===== config.mk =====
export PLATFORM = sky130hd
export DESIGN_NAME = mcu_sram_glue
export DESIGN_NICKNAME = d
export VERILOG_FILES = /design/src/rtl/mcu_sram_glue.sv
export SDC_FILE = /design/constraint.sdc
export NUM_CORES = 1
export LEC_CHECK = 0
export ABC_CLOCK_PERIOD_IN_PS = 1980
export BUFFER_PORTS_ARGS = -buffer_cell sky130_fd_sc_hd__buf_2
export CAP_MARGIN = 0
export CORE_MARGIN = 2
export CORE_UTILIZATION = 45
export CTS_CLUSTER_SIZE = 16
export DETAILED_ROUTE_END_ITERATION = 10
export GPL_ROUTABILITY_DRIVEN = 0
export PLACE_DENSITY = 0.71
export SLEW_MARGIN = 0
export SYNTH_ARGS = -nofsm -noshare
export SYNTH_HDL_FRONTEND = slang
export SYNTH_SLANG_ARGS = --single-unit

===== constraint.sdc =====
create_clock -name clk -period 1.98 [get_ports clk]
set_input_delay 0.396 -clock clk [delete_from_list [all_inputs] [get_ports clk]]
set_output_delay 0.396 -clock clk [all_outputs]
set_load 0.01 [all_outputs]

===== src/rtl/mcu_sram_glue.sv =====
module mcu_sram_glue #(
  parameter int         CLK_DIV    = 2,
  parameter int         RST_CYCLES = 16,
  parameter int         LARGE_MEM  = 1,
  parameter logic [7:0] DISP_PAGE  = 8'hFF,
  parameter logic [7:0] DISP_LO    = 8'h00
) (
  input  logic       clk,
  input  logic       rst_n,
  input  logic       ale,
  input  logic       psen_n,
  input  logic       rd_n,
  input  logic       wr_n,
  input  logic [7:0] ad_bus,
  input  logic [7:0] addr_hi,
  output logic [7:0] sram_addr_lo,
  output logic       sram_a16,
  output logic       sram_ce_n,
  output logic       sram_oe_n,
  output logic       mcu_xtal,
  output logic       mcu_rst,
  output logic [7:0] seg
);

  localparam int HALF = CLK_DIV / 2;
  localparam int DW   = (HALF > 1) ? $clog2(HALF) : 1;
  localparam int RW   = $clog2(RST_CYCLES + 1);

  logic [1:0]    ale_s;
  logic [2:0]    wr_s;
  logic [7:0]    ad_d1, ad_d2, hi_d1, hi_d2;
  logic [DW-1:0] dcnt;
  logic [RW-1:0] rcnt;
  logic          wr_rise, in_page, code_acc, data_acc, sel;

  always_ff @(posedge clk or negedge rst_n) begin
    if (!rst_n) begin
      ale_s <= '0;
      wr_s  <= '1;
      ad_d1 <= '0;
      ad_d2 <= '0;
      hi_d1 <= '0;
      hi_d2 <= '0;
    end else begin
      ale_s <= {ale_s[0], ale};
      wr_s  <= {wr_s[1:0], wr_n};
      ad_d1 <= ad_bus;
      ad_d2 <= ad_d1;
      hi_d1 <= addr_hi;
      hi_d2 <= hi_d1;
    end
  end

  always_ff @(posedge clk or negedge rst_n) begin
    if (!rst_n)        sram_addr_lo <= '0;
    else if (ale_s[1]) sram_addr_lo <= ad_d2;
  end

  assign wr_rise = wr_s[1] & ~wr_s[2];

  always_ff @(posedge clk or negedge rst_n) begin
    if (!rst_n)
      seg <= '0;
    else if (wr_rise && hi_d2 == DISP_PAGE && sram_addr_lo == DISP_LO)
      seg <= ad_d2;
  end

  always_ff @(posedge clk or negedge rst_n) begin
    if (!rst_n) begin
      dcnt     <= '0;
      mcu_xtal <= 1'b0;
    end else if (dcnt == DW'(HALF - 1)) begin
      dcnt     <= '0;
      mcu_xtal <= ~mcu_xtal;
    end else begin
      dcnt <= dcnt + 1'b1;
    end
  end

  always_ff @(posedge clk or negedge rst_n) begin
    if (!rst_n)                      rcnt <= '0;
    else if (rcnt != RW'(RST_CYCLES)) rcnt <= rcnt + 1'b1;
  end

  assign mcu_rst = (rcnt != RW'(RST_CYCLES));

  assign in_page   = (addr_hi == DISP_PAGE);
  assign code_acc  = ~psen_n;
  assign data_acc  = (~rd_n | ~wr_n) & ~in_page;
  assign sel       = ~mcu_rst & (code_acc | data_acc);
  assign sram_ce_n = ~sel;
  assign sram_oe_n = ~(sel & wr_n & (code_acc | ~rd_n));

  generate
    if (LARGE_MEM != 0) begin : g_large
      assign sram_a16 = psen_n;
    end else begin : g_small
      assign sram_a16 = 1'b0;
    end
  endgenerate

endmodule


==> metrics.md, run 1 <==
| Metric | Value |
|---|---|
| Die height | `69.3 um` |
| RR Endpoint | `rcnt[1]$_DFFE_PN0P_` |
| Top sig layer | `met4` |
| Worst hold margin | `178 ps` |
| Internal power | `1820 uW` |
| Via count | `1063` |
| Worst R2R Start | `rcnt[0]$_DFFE_PN0P_` |
| Reg2reg path depth | `7` |
| Mapped Area | `0.00192 mm^2` |
| Period utilization | `99.4%` |
| Drt pass-1 iters | `4` |
| Critical-path top delay cell | `dfrtp_1` |
| Post-synthesis cell count | `107` |
| Worst Path Arrival | `~1600 ps` |
| CP peak stage delay | `410 ps` |
| Post-route ant nets | `0` |
| WHS Path Cells | `1` |
| Rows | `23` |
| Worst-path cell chain | `inv_1, ha_1, nand2_2, nor3_4, nand4_1, buf_2` |
| Highest clock rate | `between 0.5 and 0.6 GHz` |
| Layout cells sized above 1 | `~54%` |
| Max clock buf depth | `2` |
| Syn. warnings | `0` |
| R2R setup slack | `290 ps` |
| Skew final | `6.88 ps` |
| DRT iter0 DRCs | `42` |
| Tot GR Track Use | `14.8%` |
| Maxcap violations | `0` |
| Largest net degree at the start of global routing | `26` |
| Hold Vio Cnt, Final | `0` |
| Met2 WL | `~1500 um` |
| Slew Viols, Final | `0` |
| Routed WL | `3110 um` |
| Critical path origin | `rcnt[0]$_DFFE_PN0P_` |
| Final nets | `between 150 and 200` |
| Setup TNS | `0 ps` |
| CP required | `1580 ps` |
| Vias in the first global route | `1132` |
| Initial antenna violation count | `0` |
| Crit end category | `output pin` |
| Outcome | `completed` |
| Worst-path maximum fanout | `5` |
| WL/cell | `14.2 um` |
| NetSw | `492 uW` |
| Slew at the pin closest to its max-slew limit | `368 ps` |
| CP delay by family, top | `simple AND/OR/NAND/NOR gates` |
| Flops & latches, synth | `59` |
| Leak pwr | `about 0.0012 uW` |
| Full die area | `a little under 0.005 mm^2` |
| Met1 wire length | `1320 um` |
| Sequential share of the synthesized area | `77.1%` |
| Clock network power share | `38.9%` |
| DRC viols | `0` |
| Hpwl dp | `2230 um` |
| CTS Root Cell | `clkbuf_8` |
| Die Wd | `69.3 um` |
| Core area | `0.00406 mm^2` |
| Most frequent cells in the layout | `56 x dfrtp_1, 41 x buf_2, 17 x mux2_2, 11 x clkbuf_8, 8 x buf_4` |
| Initial core utilization | `47.3%` |
| Via/cell ratio | `4.83` |
| Met3 wire length | `175 um` |
| Syn Area/Cell | `17.9 um^2` |
| CP Capture Point | `sram_oe_n` |
| Clock Latency Late Sink | `320 ps` |
| Part of the power in registers | `56.2%` |
| CTS sink count | `59` |
| Worst VDD drop | `~0.47 mV` |
| Clock transition at path regs | `60 ps` |
| RSZ-0062 raised after global routing | `true` |
| Synth cell types | `18` |
| Sw Ratio | `between 20% and 30%` |
| Grt total ovfl | `0` |
| Minimum clock period | `1970 ps` |
| Slew headroom | `between 70 and 80%` |
| Num CTS Buffers | `9` |
| Global-route wire length before repair | `5290 um` |
| Final Util | `60.1%` |
| CP startpoint kind | `flip-flop` |
| Final setup viols | `0` |
| # port buffers | `42` |
| Worst hold-check path type | `in2reg` |
| Post-synthesis net count | `131` |
| Most common cell after layout, fill and taps aside | `dfrtp_1` |
| CP Class | `reg2out` |
| CTS tree | `done` |
| Buf+Inv Stages, Crit Path | `2` |
| Num ports | `43` |
| Worst path depth | `6` |
| PD cells | `947 mW/mm^2` |
| Combinational share of power | `4.9%` |
| Syn-to-layout area delta | `27.0%` |
| Number of diodes | `0` |
| H-tree lvl count | `3` |
==> how the worst min path moves through the flow <==
stage	startpoint	slack (ps)	end
2_1_floorplan	rst_n	100	ad_d1[0]$_DFF_PN0_
3_3_place_gp	rst_n	330	seg[5]$_DFFE_PN0P_
3_5_place_dp	rst_n	330	ad_d2[5]$_DFF_PN0_
4_1_cts	ad_bus[2]	170	ad_d1[2]$_DFF_PN0_
5_1_grt	ad_bus[5]	160	ad_d1[5]$_DFF_PN0_
6_report	ad_bus[2]	180	ad_d1[2]$_DFF_PN0_
==> cells by family after synthesis <==
family,after synthesis,share of synthesized area (%)
xor+xnor,4,1.82
fa+ha+maj,2,1.30
buf+inv,6,1.37
flops,59,77.1
mux,17,9.97
simple gates,19,8.47
==> what timing repair did <==
action                                  in CTS  in global routing
resized for setup                            1                  3
buffers inserted                             0                  6
pin swaps                                    0                  3
hold buffers                                 1                  0
endpoints found under the hold margin       16                  0
endpoints found under the setup margin       3                  3
==> synthesized netlist by cell type, drive strengths merged <==
library cell,instances,share of area [%]
nor4,1,1.1
dfstp,3,4.1
and4b,1,0.52
nand4,5,2.4
nor4b,1,1.2
dfrtp,56,73
ha,2,1.3
clkbuf,1,0.20
nor3b,1,0.65
nand2,3,0.59
nand3,4,1.0
mux2,17,10
nor2,2,0.39
xnor2,4,1.8
inv,4,0.78
buf,1,0.39
nor3,1,0.52
==> flip-flops by register name (all words and copies together) (netlist names) <==
register	cells
sram_addr_lo	8
ad_d1	8
seg	8
rcnt	5
ale_s	2
hi_d1	8
mcu_xtal	1
ad_d2	8
wr_s	3
hi_d2	8
==> metal layers <==
metal / vias up / track usage (%)
met5: - / 0
met1: 537 / 16.8
met3: 7 / 5.81
met4: 0 / 9.15
li1: 489 / -
met2: 30 / 23.5
==> per-stage QoR <==
stage               area [um^2]  cells  setup WS (ps)  total power, uW
floorplan                  1920    107            481             1350
global placement           2200    199            388             1430
detailed placement         2200    199            284             1440
CTS                        2380    214           1.58             2340
global route               2440    220          -94.2             2430
finish                     2440    220           11.2             2310
==> final cells by class <==
| type | count | area (um^2) |
|---|---|---|
| fillers | 301 | 1620 |
| flip-flops and latches | 59 | 1480 |
| multi-input cells | 42 | 428 |
| repair buffers | 51 | 287 |
| clock buffers | 11 | 151 |
| well taps | 50 | 62.6 |
| clock inverters | 3 | 15.0 |
| inverters | 4 | 15.0 |
==> power groups by stage <==
| stage | Clock, uW | Combinational (uW) | Sequential [uW] |
|---|---|---|---|
| after floorplan | 0 | 34.1 | 1320 |
| after global placement | 0 | 109 | 1320 |
| after detailed placement | 0 | 114 | 1320 |
| after CTS | 926 | 115 | 1300 |
| after global routing | 994 | 127 | 1310 |
| final | 898 | 113 | 1300 |
(Power assumes the default switching activity.)
==> run 2, diff against run 1 <==
--- a/config.mk
+++ b/config.mk
@@ -14,6 +14,7 @@
 export DETAILED_ROUTE_END_ITERATION = 10
 export GPL_ROUTABILITY_DRIVEN = 0
 export PLACE_DENSITY = 0.71
+export SETUP_SLACK_MARGIN = 0.4
 export SLEW_MARGIN = 0
 export SYNTH_ARGS = -nofsm -noshare
 export SYNTH_HDL_FRONTEND = slang
==> run 2 against run 1 <==
  * Core utilization is 0.83 points lower
  * Flip-flop and latch count unchanged
  * Fmax increased by 8.1%
  * Global-route usage up 0.31 points
  * Via count decreased by 1.9%
  * Setup slack better by 150 ps
  * Sequential power is essentially flat
  * Critical path depth stayed put
  * Power shrank 0.16%
  * Critical path type unchanged
  * Critical endpoint is now sram_ce_n
  * Largest power group unchanged
==> metrics.md, run 2 (synthesized netlist as in run 1, its figures left out) <==
| Metric | Value |
|---|---|
| Worst hold margin | `177 ps` |
| Worst-path maximum fanout | `4` |
| Max clock buf depth | `2` |
| CP startpoint kind | `flip-flop` |
| Highest clock rate | `0.549 GHz` |
| Routed WL | `just over 3000 um` |
| Reg2reg path depth | `3` |
| Num ports | `43` |
| Number of diodes | `0` |
| Outcome | `completed` |
| Clock network power share | `38.8%` |
| RSZ-0062 raised after global routing | `true` |
| Die Wd | `69.3 um` |
| Die height | `69.3 um` |
| Syn-to-layout area delta | `25.2%` |
| Combinational share of power | `4.9%` |
| Hold Vio Cnt, Final | `0` |
| Hold Path End | `ad_d1[2]$_DFF_PN0_` |
| Internal power | `around 1800 uW` |
| Part of the power in registers | `56.3%` |
| Maxcap violations | `0` |
| Period utilization | `92.0%` |
| Clock transition at path regs | `60 ps` |
| Worst R2R Start | `sram_addr_lo[1]$_DFFE_PN0P_` |
| Final setup viols | `0` |
| NetSw | `489 uW` |
| Slew at the pin closest to its max-slew limit | `around 370 ps` |
| Worst Path Arrival | `1430 ps` |
| Skew final | `slightly below 7 ps` |
| Crit end category | `output pin` |
| Slew headroom | `75.5%` |
| Drt pass-1 iters | `4` |
| # port buffers | `between 40 and 50` |
| Initial core utilization | `47.3%` |
| CTS Root Cell | `clkbuf_8` |
| Sw Ratio | `21.2%` |
| CTS tree | `done` |
| Most common cell after layout, fill and taps aside | `dfrtp_1` |
| Min-delay src | `ad_bus[2]` |
| Rows | `23` |
| Vias in the first global route | `between 1000 and 1500` |
| Most frequent cells in the layout | `56 x dfrtp_1, 42 x buf_2, 17 x mux2_2, 11 x clkbuf_8, 5 x buf_4` |
| PD cells | `959 mW/mm^2` |
| Leak pwr | `0.00120 uW` |
| Final nets | `188` |
| Via/cell ratio | `just under 5` |
| Worst hold-check path type | `in2reg` |
| Via count | `1043` |
| Grt total ovfl | `0` |
| Clock Latency Late Sink | `320 ps` |
| DRT iter0 DRCs | `36` |
| WHS Path Cells | `1` |
| Tot GR Track Use | `15.1%` |
| Minimum clock period | `1820 ps` |
| Post-route ant nets | `0` |
| Critical-path top delay cell | `dfrtp_1` |
| Layout cells sized above 1 | `52.1%` |
| Core area | `0.00406 mm^2` |
| CTS sink count | `59` |
| WL/cell | `14.4 um` |
| RR Endpoint | `seg[2]$_DFFE_PN0P_` |
| Global-route wire length before repair | `5380 um` |
| Initial antenna violation count | `0` |
| CP peak stage delay | `390 ps` |
| H-tree lvl count | `3` |
| Num CTS Buffers | `9` |
| DRC viols | `0` |
| Largest net degree at the start of global routing | `26` |
| Hpwl dp | `about 2200 um` |
| Full die area | `0.00481 mm^2` |
| CP required | `1580 ps` |
| Worst VDD drop | `approximately 0.47 mV` |
| Setup TNS | `0 ps` |
| CP Class | `reg2out` |
| Worst-path cell chain | `inv_1, ha_1, nand2_2, nor3_4, nand3_1, buf_2` |
| R2R setup slack | `between 500 and 600 ps` |
| Slew Viols, Final | `0` |
[run 2: per-layer routing]
layer	vias up	global-route usage [%]	share of wire, %	wire [um]
li1	482	-	-	-
met1	522	16.8	41	1280
met2	32	23.8	50	1570
met3	7	6.25	5.9	185
met4	0	10.0	2.6	82
met5	-	0	0	0
[run 2: cell type report]
type | instances | area (um^2)
fillers | 301 | 1650
well taps | 50 | 62.6
clock buffers | 11 | 151
flip-flops and latches | 59 | 1480
clock inverters | 3 | 15.0
inverters | 4 | 15.0
repair buffers | 48 | 258
multi-input cells | 42 | 423
[run 2: how the worst max path moves through the flow]
stage | start | end | cells after the start | slack [ps]
floorplan | rcnt[0]$_DFFE_PN0P_ | sram_oe_n | 5 | 480
global placement | rcnt[0]$_DFFE_PN0P_ | sram_oe_n | 6 | 390
detailed placement | rcnt[0]$_DFFE_PN0P_ | sram_ce_n | 6 | 280
CTS | rcnt[0]$_DFFE_PN0P_ | sram_oe_n | 6 | 100
global route | rcnt[1]$_DFFE_PN0P_ | sram_ce_n | 6 | 20
finish | rcnt[0]$_DFFE_PN0P_ | sram_ce_n | 6 | 160
[run 2: worst max-delay path, delay by kind of cell, from the launching register on]
| kind | cells | cell delay, ps |
|---|---|---|
| adders and majority gates | 1 | 160 |
| buffers and inverters | 2 | 220 |
| DFF | 1 | 390 |
| and+or+nand+nor | 3 | 320 |
[run 2: timing repair]
action | in CTS | in global routing
endpoints found under the hold margin | 16 | 0
hold buffers | 1 | 0
pin swaps | 2 | 1
buffers inserted | 2 | 1
setup endpoints to repair | 3 | 4
resized for setup | 2 | 0
[run 2: power by group through the flow]
stage / registers, uW / logic (uW) / clock network, uW
2_1_floorplan: 1320 / 34.1 / 0
3_3_place_gp: 1320 / 109 / 0
3_5_place_dp: 1320 / 114 / 0
4_1_cts: 1300 / 116 / 926
5_1_grt: 1310 / 125 / 994
6_report: 1300 / 112 / 895
[run 2: through the flow]
step                      setup WS [ps]  util (%)  instance area (um^2)  instances  total power (uW)
final                               159      59.3                  2400        217              2310
after global routing               18.9      59.3                  2400        217              2430
after CTS                           102      59.1                  2400        216              2340
after detailed placement            284      54.1                  2200        199              1440
after global placement              388      54.1                  2200        199              1430
after floorplan                     481         -                  1920        107              1350
==> run 3, diff against run 2 <==
--- a/config.mk
+++ b/config.mk
@@ -14,6 +14,7 @@
 export DETAILED_ROUTE_END_ITERATION = 10
 export GPL_ROUTABILITY_DRIVEN = 0
 export PLACE_DENSITY = 0.71
+export RECOVER_POWER = 25
 export SETUP_SLACK_MARGIN = 0.4
 export SLEW_MARGIN = 0
 export SYNTH_ARGS = -nofsm -noshare
==> run 3 against run 2 <==
  * Core utilization shrank 0.15 points
  * Sequential share of layout area grew 0.16 points
  * Fmax hardly changed
  * Combinational power about the same
  * Via count is 0.19% higher
  * Clock skew barely moved
  * Die area is the same
  * Power barely moved
  * Register-to-register slack hardly changed
  * Non-clock buffer count is the same
  * Critical path type unchanged
  * Critical endpoint unchanged
  * Largest cell class unchanged
  * Highest routed layer unchanged
==> metrics.md, run 3 (synthesized netlist as in run 1, its figures left out) <==
| Metric | Value |
|---|---|
| Outcome | `completed` |
| Vias in the first global route | `1163` |
| CP startpoint kind | `flip-flop` |
| CP Class | `reg2out` |
| Reg2reg path depth | `3` |
| Max clock buf depth | `2` |
| Leak pwr | `0.00119 uW` |
| RR Endpoint | `seg[2]$_DFFE_PN0P_` |
| Worst VDD drop | `between 0.4 and 0.5 mV` |
| Clock Latency Late Sink | `320 ps` |
| Tot GR Track Use | `between 10% and 20%` |
| Hold Vio Cnt, Final | `0` |
| Final nets | `188` |
| Rows | `23` |
| Period utilization | `92.0%` |
| CP required | `1580 ps` |
| Largest net degree at the start of global routing | `26` |
| Num CTS Buffers | `9` |
| Initial core utilization | `47.3%` |
| Layout cells sized above 1 | `49.1%` |
| Via count | `1045` |
| CTS tree | `done` |
| CTS sink count | `59` |
| Worst Path Arrival | `1430 ps` |
| Fillcell total | `about 300` |
| Core area | `between 0.004 and 0.005 mm^2` |
| Routed WL | `3120 um` |
| Full die area | `0.00481 mm^2` |
| CP Capture Point | `sram_ce_n` |
| Worst R2R Start | `sram_addr_lo[1]$_DFFE_PN0P_` |
| Final Util | `59.1%` |
| Num ports | `between 40 and 50` |
| CTS Root Cell | `clkbuf_8` |
| Slew at the pin closest to its max-slew limit | `368 ps` |
| WL/cell | `14.4 um` |
| H-tree lvl count | `3` |
| Drt pass-1 iters | `4` |
| Setup TNS | `0 ps` |
| Crit end category | `output pin` |
| Skew final | `6.88 ps` |
| R2R setup slack | `530 ps` |
| RSZ-0062 raised after global routing | `true` |
| Minimum clock period | `1820 ps` |
| Syn-to-layout area delta | `24.9%` |
| Critical path origin | `rcnt[0]$_DFFE_PN0P_` |
| Maxcap violations | `0` |
| Worst hold-check path type | `in2reg` |
| Post-route ant nets | `0` |
| Highest clock rate | `approximately 0.55 GHz` |
| Slew headroom | `75.5%` |
| Hpwl dp | `2230 um` |
| Most common cell after layout, fill and taps aside | `dfrtp_1` |
| Initial antenna violation count | `0` |
| DRT iter0 DRCs | `36` |
| Global-route wire length before repair | `5380 um` |
| Via/cell ratio | `roughly 4.8` |
| Die height | `69.3 um` |
| Slew Viols, Final | `0` |
| Grt total ovfl | `0` |
| Most frequent cells in the layout | `56 x dfrtp_1, 37 x buf_2, 17 x mux2_2, 11 x clkbuf_8` |
| Number of diodes | `0` |
| Die Wd | `69.3 um` |
| DRC viols | `0` |
| # port buffers | `42` |
| Worst-path maximum fanout | `4` |
| Clock transition at path regs | `60 ps` |
| Final setup viols | `0` |
| PD cells | `961 mW/mm^2` |
## run 3: per-layer routing
| metal | track usage, % | up-vias | share of wire [%] |
|---|---|---|---|
| li1 | - | 482 | - |
| met1 | 16.8 | 524 | 41 |
| met2 | 23.8 | 32 | 50 |
| met3 | 6.25 | 7 | 6.0 |
| met4 | 10.0 | 0 | 2.6 |
| met5 | 0 | - | 0 |
## run 3: final cells by class
type | instances | area, um^2 | share of cell area [%]
clock buffers | 11 | 151 | 6.31
well taps | 50 | 62.6 | 2.61
repair buffers | 48 | 251 | 10.5
clock inverters | 3 | 15.0 | 0.626
multi-input cells | 42 | 423 | 17.6
flip-flops and latches | 59 | 1480 | 61.7
inverters | 4 | 15.0 | 0.626
## run 3: worst max-delay path, cell delays in order, from the launching register on
cell	delay, ps
dfrtp_1	390
inv_1	70
ha_1	160
nand2_2	60
nor3_4	150
nand3_1	110
buf_2	150
## run 3: timing repair
item,4_1_cts,5_1_grt
resized for setup,2,0
gates cloned,0,0
pin swaps,2,1
endpoints found under the hold margin,16,0
setup endpoints to repair,3,4
buffers inserted,2,1
hold buffers,1,0
## run 3: where the power goes
| part | switching [uW] | total [uW] | internal [uW] |
|---|---|---|---|
| clock | 395 | 895 | 500 |
| sequential | 35.5 | 1300 | 1260 |
| combinational | 58.5 | 111 | 52.3 |
## run 3: worst min-delay path by stage
stage,startpoint,end,cells past startpoint
finish,ad_bus[2],ad_d1[2]$_DFF_PN0_,1
global route,ad_bus[5],ad_d1[5]$_DFF_PN0_,1
CTS,ad_bus[2],ad_d1[2]$_DFF_PN0_,1
detailed placement,rst_n,ad_d2[5]$_DFF_PN0_,1
global placement,rst_n,seg[5]$_DFFE_PN0P_,1
floorplan,rst_n,ad_d1[0]$_DFF_PN0_,0
## run 3: stage by stage
step | instances | instance area (um^2) | hold WS, ps | total power (uW) | worst slack (ps)
2_1_floorplan | 107 | 1920 | 100 | 1350 | 481
3_3_place_gp | 199 | 2200 | 330 | 1430 | 388
3_5_place_dp | 199 | 2200 | 335 | 1440 | 284
4_1_cts | 216 | 2400 | 165 | 2340 | 102
5_1_grt | 217 | 2400 | 157 | 2420 | 18.9
6_report | 217 | 2400 | 177 | 2310 | 159
